**config.mk**
```make
export PLATFORM = sky130hd
export DESIGN_NAME = hsem_top
export DESIGN_NICKNAME = d
export VERILOG_FILES = /design/src/rtl/hsem_pkg.sv /design/src/rtl/hsem_grant.sv /design/src/rtl/hsem_tmo.sv /design/src/rtl/hsem_top.sv
export SDC_FILE = /design/constraint.sdc
export NUM_CORES = 1
export LEC_CHECK = 0
export BUFFER_PORTS_ARGS = -buffer_cell sky130_fd_sc_hd__buf_2
export CAP_MARGIN = 20
export CELL_PAD_IN_SITES_DETAIL_PLACEMENT = 0
export CELL_PAD_IN_SITES_GLOBAL_PLACEMENT = 1
export CORE_UTILIZATION = 33
export CTS_BUF_LIST = sky130_fd_sc_hd__clkbuf_4
export DETAILED_ROUTE_END_ITERATION = 10
export PLACE_DENSITY = 0.8
export SLEW_MARGIN = 25
export SYNTH_ARGS = -nofsm -noshare
export SYNTH_HDL_FRONTEND = slang
export SYNTH_SLANG_ARGS = --single-unit
```
**constraint.sdc**
```tcl
create_clock -name clk -period 1.5 [get_ports clk]
set_clock_uncertainty 0.1 [all_clocks]
set_input_delay 0.3 -clock clk [delete_from_list [all_inputs] [get_ports clk]]
set_output_delay 0.3 -clock clk [all_outputs]
set_load 0.01 [all_outputs]
```
**src/rtl/hsem_pkg.sv**
```systemverilog
package hsem_pkg;

  // Width of an agent index; never below one bit.
  function automatic int agent_w(input int n);
    return (n > 1) ? $clog2(n) : 1;
  endfunction

  // Next agent index after idx, wrapping at n.
  function automatic int wrap_next(input int idx, input int n);
    return (idx + 1 >= n) ? 0 : idx + 1;
  endfunction

  // Word value that releases the lock on a write.
  localparam int unsigned RELEASE_WORD = 1;

endpackage

```
**src/rtl/hsem_grant.sv**
```systemverilog
module hsem_grant #(
  parameter int N  = 2,
  parameter int AW = 1
) (
  input  logic [N-1:0]  rd_req,
  input  logic          busy,
  input  logic [AW-1:0] prio,
  output logic [N-1:0]  win,
  output logic [AW-1:0] win_id,
  output logic          any_win
);

  // Scan the readers starting at the priority pointer; the first one wins.
  always_comb begin : scan
    int idx;
    win     = '0;
    win_id  = prio;
    any_win = 1'b0;
    idx     = 0;
    if (!busy) begin
      for (int k = 0; k < N; k++) begin
        idx = int'(prio) + k;
        if (idx >= N) idx = idx - N;
        if (!any_win && rd_req[idx]) begin
          any_win  = 1'b1;
          win[idx] = 1'b1;
          win_id   = AW'(idx);
        end
      end
    end
  end

endmodule

```
**src/rtl/hsem_tmo.sv**
```systemverilog
module hsem_tmo #(
  parameter int TMO = 1250,
  localparam int CW = $clog2(TMO + 1)
) (
  input  logic clk,
  input  logic rst_n,
  input  logic deny,
  input  logic grant,
  output logic flag
);

  logic          armed_q, armed_d;
  logic [CW-1:0] cnt_q, cnt_d;
  logic          flag_q, flag_d;
  logic          en;

  always_comb begin
    armed_d = armed_q;
    cnt_d   = cnt_q;
    flag_d  = flag_q;
    if (grant) begin
      armed_d = 1'b0;
      cnt_d   = '0;
    end else if (armed_q) begin
      if (!flag_q) begin
        cnt_d = cnt_q + CW'(1);
        if (cnt_q + CW'(1) == CW'(TMO)) flag_d = 1'b1;
      end
    end else if (deny) begin
      armed_d = 1'b1;
      cnt_d   = '0;
    end
  end

  assign en = grant | deny | armed_q;

  always_ff @(posedge clk or negedge rst_n) begin
    if (!rst_n) begin
      armed_q <= 1'b0;
      cnt_q   <= '0;
      flag_q  <= 1'b0;
    end else if (en) begin
      armed_q <= armed_d;
      cnt_q   <= cnt_d;
      flag_q  <= flag_d;
    end
  end

  assign flag = flag_q;

endmodule

```
**src/rtl/hsem_top.sv**
```systemverilog
module hsem_top
  import hsem_pkg::*;
#(
  parameter int N_AGENTS   = 2,
  parameter int DATA_W     = 32,
  parameter int TMO_CYCLES = 1250,
  localparam int AW = agent_w(N_AGENTS)
) (
  input  logic                       clk,
  input  logic                       rst_n,
  input  logic [N_AGENTS-1:0]        rd_en,
  input  logic [N_AGENTS-1:0]        wr_en,
  input  logic [N_AGENTS*DATA_W-1:0] wr_data,
  output logic [N_AGENTS*DATA_W-1:0] rd_data,
  output logic [N_AGENTS-1:0]        timeout,
  output logic                       owned,
  output logic [AW-1:0]              owner
);

  // Reset synchronizer: asserts at once, releases after two edges.
  logic [1:0] rs_q;
  logic       rst_i;

  always_ff @(posedge clk or negedge rst_n) begin
    if (!rst_n) rs_q <= 2'b00;
    else        rs_q <= {rs_q[0], 1'b1};
  end
  assign rst_i = rs_q[1];

  // Lock state.
  logic          own_v_q, own_v_d;
  logic [AW-1:0] own_id_q, own_id_d;
  logic [AW-1:0] ptr_q, ptr_d;
  logic          state_en;

  logic [N_AGENTS-1:0] win;
  logic [AW-1:0]       win_id;
  logic                any_win;
  logic [N_AGENTS-1:0] rel;
  logic                release_lock;

  hsem_grant #(.N(N_AGENTS), .AW(AW)) u_grant (
    .rd_req  (rd_en),
    .busy    (own_v_q),
    .prio    (ptr_q),
    .win     (win),
    .win_id  (win_id),
    .any_win (any_win)
  );

  // Per-agent release decode, read data register and timeout timer.
  for (genvar a = 0; a < N_AGENTS; a++) begin : g_agent
    logic [DATA_W-1:0] rdq;

    assign rel[a] = own_v_q && (own_id_q == AW'(a)) && wr_en[a] &&
                    (wr_data[a*DATA_W +: DATA_W] == DATA_W'(RELEASE_WORD));

    always_ff @(posedge clk or negedge rst_i) begin
      if (!rst_i)                 rdq <= '0;
      else if (rd_en[a] || rdq[0]) rdq <= DATA_W'(win[a]);
    end
    assign rd_data[a*DATA_W +: DATA_W] = rdq;

    hsem_tmo #(.TMO(TMO_CYCLES)) u_tmo (
      .clk   (clk),
      .rst_n (rst_i),
      .deny  (rd_en[a] && !win[a]),
      .grant (win[a]),
      .flag  (timeout[a])
    );
  end

  assign release_lock = |rel;

  always_comb begin
    own_v_d  = own_v_q;
    own_id_d = own_id_q;
    ptr_d    = ptr_q;
    if (any_win) begin
      own_v_d  = 1'b1;
      own_id_d = win_id;
      ptr_d    = AW'(wrap_next(int'(win_id), N_AGENTS));
    end else if (release_lock) begin
      own_v_d  = 1'b0;
    end
  end

  assign state_en = any_win | release_lock;

  always_ff @(posedge clk or negedge rst_i) begin
    if (!rst_i) begin
      own_v_q  <= 1'b0;
      own_id_q <= '0;
      ptr_q    <= '0;
    end else if (state_en) begin
      own_v_q  <= own_v_d;
      own_id_q <= own_id_d;
      ptr_q    <= ptr_d;
    end
  end

  assign owned = own_v_q;
  assign owner = own_id_q;

endmodule

```
==> reports/results.ini <==
[setup_path]
worst-endpoint-required_ns=1.65
setup.worst_path.class=flop to flop
kind_of_cell_adding_the_most_delay_to_the_critical_path=compound AO/OA/AOI/OAI gates
critical_path.cell_chain=ha_4 > buf_4 > a21boi_0 > and4_1 > nor3_1 > o41ai_1
setup.worst_path.end_class=flop
crit-reg2reg-launch=g_agent[0].u_tmo.cnt_q[1]
longest_individual_stage_delay_on_the_worst_path_ns=0.45
cp_data_arrival_time_ns=1.90
worstSetupStartpointType=flop
critPathBufInv=1
critical_path_peak_fanout=4
crit_path_start=g_agent[0].u_tmo.cnt_q[1]
critical-path-slowest-cell=sky130_fd_sc_hd__dfrtp_1

[placed_design]
buffer_ports.inserted=75
hpwl_um=5250
gpl.final_weighted_congestion=0.869

[timing]
finalWorstPathRequiredPeriod_ns=1.76
worst_slew_pin_slew_ns=0.495
highest_clock_frequency_the_design_can_meet_ghz=0.568
unrepaired_setup_endpoints_after_global_routing=true
finalHoldViolations=0
final.period_utilization_pct=117
slew_headroom_pct=66.7
layout_setup_ws_ns=-0.260
setup_viol=14
setup_total_negative_slack_ns=-1.22
timing_max_transition_violations_final=0

[logic_synthesis]
synthesized_area_per_cell_um2=8.82
synthesis.instances=294
synth.cell_area_um2=2590
yosys_warnings=0
ys_types=54
synth_flop_cell=sky130_fd_sc_hd__dfrtp_1
synth_edf_count=0
synth_seq_cells=33
ys_seq_area_share_pct=31.9
asyncSetResetFlopFracSynth_pct=100

[drt]
antenna_left=0
drt_pre_antenna_iters=4
wirelength_um=6940
routed_via_density=4.79
route.detailed.wl_per_inst_um=13.2
drt-initial-drc-count=83
route.detailed.drc=0
vias=2521

[global_route]
grt.total_usage_pct=17.3
grt_pass1_vias=2395
grt_overflow_total=0
first_pass_grt_wire_length_um=11500
maximum_number_of_pins_on_one_net_before_global_route_repair=15
antenna_found_initial=0

[layout]
post_route_cells_drive_above_1_share_pct=43.8
filler_cell_count=733
layout.cells.most_common=sky130_fd_sc_hd__buf_2
leading_cell_types_in_the_layout_fill_and_taps_excluded=sky130_fd_sc_hd__buf_2 (74), sky130_fd_sc_hd__conb_1 (63), sky130_fd_sc_hd__buf_4 (48)
layout-area-overhead-vs-synth_pct=38.4
n_antenna_cell=0
num-nets-final=500

[clocking]
max-clock-path-buffers=2
worstSkewPairLatency_ns=0.36
h-tree-depth=2
root_buffer=sky130_fd_sc_hd__clkbuf_4
cts_tree=built
tritoncts.num_buffers=5
cts_num_sinks=33
clock_transition_at_the_registers_of_the_reported_paths_ns=0.10

[status]
run_status=complete, but fails checks
failing_checks=negative setup slack

[floorplanning]
start_util_pct=35.0
floorplan.die_area_um2=8210
top_level_ports=138
core.rowCount=31
die_h_um=90.6
area_of_the_placeable_core_um2=7410
die_width_um=90.6

[pwr]
irDropWorstVdd_mv=0.516
pwrdens_nw_per_um2=814
power_leakage_nw=1.76
p_total_w=0.00292

[hold_path]
hold_path_class=flop to async pin

[job]
max_cap_violations=0

[area by class of cell]
class	count	area, µm²	share of cell area, %
clock buffers	7	52.6	1.46
flip-flops and latches	33	830	23.1
clock inverters	1	3.75	0.105
repair buffers	137	907	25.3
well taps	99	124	3.45
multi-input cells	238	1630	45.4
inverters	11	41.3	1.15
[per-layer routing]
metal | GRT usage [%] | vias up | wire (µm)
li1 | - | 1206 | -
met1 | 22.2 | 1217 | 2970
met2 | 28.9 | 86 | 3540
met3 | 2.86 | 12 | 294
met4 | 6.99 | 0 | 137
met5 | 0 | - | 0
[state kept, by name, summed over array words and instances, names as in the netlist]
| signal | count |
|---|---|
| g_agent.u_tmo.flag | 2 |
| g_agent.rdq | 2 |
| g_agent.u_tmo.cnt_q | 22 |
| owner | 1 |
| rs_q | 2 |
| ptr_q | 1 |
| g_agent.u_tmo.armed_q | 2 |
| owned | 1 |
[power breakdown]
part | internal, W | leakage (nW) | switching, W | total [W]
logic | 0.000665 | 1.31 | 0.000609 | 0.00127
registers | 0.000995 | 0.422 | 0.000109 | 0.00110
clock network | 0.000216 | 0.0338 | 0.000326 | 0.000542
total | 0.00188 | 1.76 | 0.00104 | 0.00292
[logic make-up (layout without fill, tap and decap cells)]
| logic type | Yosys count | in the layout | synth area share, % |
|---|---|---|---|
| AND/OR/NAND/NOR | 99 | 99 | 22.1 |
| buffers and inverters | 84 | 156 | 22.2 |
| AO/OA/AOI/OAI | 60 | 60 | 17.4 |
| flip-flops | 33 | 33 | 31.9 |
| XOR/XNOR | 8 | 8 | 2.70 |
| adder cells (fa/ha/maj) | 4 | 4 | 1.93 |
| multiplexers | 4 | 4 | 1.54 |
| other | 2 | 63 | 0.290 |
[worst paths after layout]
| check | endpoint | slack (ns) | cells past startpoint |
|---|---|---|---|
| worst max-delay path | g_agent[0].u_tmo.flag | -0.26 | 6 |
| worst min-delay path | g_agent[0].u_tmo.flag | 0.08 | 0 |
| worst max register to register | g_agent[0].u_tmo.flag | -0.26 | 6 |
| worst min register to register | g_agent[0].u_tmo.flag | 0.08 | 0 |
| max in group asynchronous | g_agent[1].u_tmo.cnt_q[10] | 0.64 | 1 |
| min in group clk | g_agent[0].rdq[0] | 0.13 | 2 |
[synth_stat cells, drive strengths merged (2+ instances only)]
library cell | count | area share, %
a211o | 4 | 1.4
a211oi | 11 | 3.6
a21boi | 3 | 0.87
a21o | 4 | 1.2
a21oi | 2 | 0.39
a22o | 3 | 1.1
and3 | 2 | 0.53
and4 | 2 | 0.68
buf | 69 | 20
clkbuf | 4 | 0.58
conb | 2 | 0.29
dfrtp | 33 | 32
ha | 4 | 1.9
inv | 11 | 1.6
mux2i | 4 | 1.5
nand2 | 19 | 2.8
nand2b | 4 | 0.97
nand3 | 14 | 2.9
nand3b | 3 | 0.87
nand4 | 8 | 2.2
nor2 | 8 | 1.2
nor2b | 4 | 0.97
nor3 | 6 | 1.2
nor4 | 15 | 3.6
nor4b | 3 | 1.0
o2111ai | 2 | 0.68
o21ai | 14 | 2.7
o21bai | 2 | 0.58
o2bb2ai | 5 | 1.7
o31ai | 2 | 0.58
or2 | 5 | 1.2
or3 | 2 | 0.68
xnor2 | 5 | 1.7
xor2 | 3 | 1.0
[what timing repair did]
| item | CTS | global route |
|---|---|---|
| endpoints found under the setup margin | 16 | 24 |
| buffers inserted | 5 | 2 |
| hold buffers | 1 | 0 |
| resized for setup | 33 | 21 |
| pin swaps | 9 | 12 |
| cloned | 0 | 0 |
| endpoints found under the hold margin | 2 | 0 |
[stage by stage]
| stage | utilization [%] | setup WS [ns] | instance area, µm² | hold slack [ns] | cells |
|---|---|---|---|---|---|
| floorplan | - | -0.318 | 2890 | -0.0956 | 355 |
| global placement | 44.0 | -0.217 | 3260 | -0.0132 | 511 |
| detailed placement | 44.0 | -0.360 | 3260 | -0.0130 | 511 |
| CTS | 47.2 | -0.271 | 3500 | 0.0966 | 524 |
| global route | 48.4 | -0.324 | 3590 | 0.134 | 526 |
| finish | 48.4 | -0.260 | 3590 | 0.0813 | 526 |
Note: power is estimated with default switching activity, not from simulation.
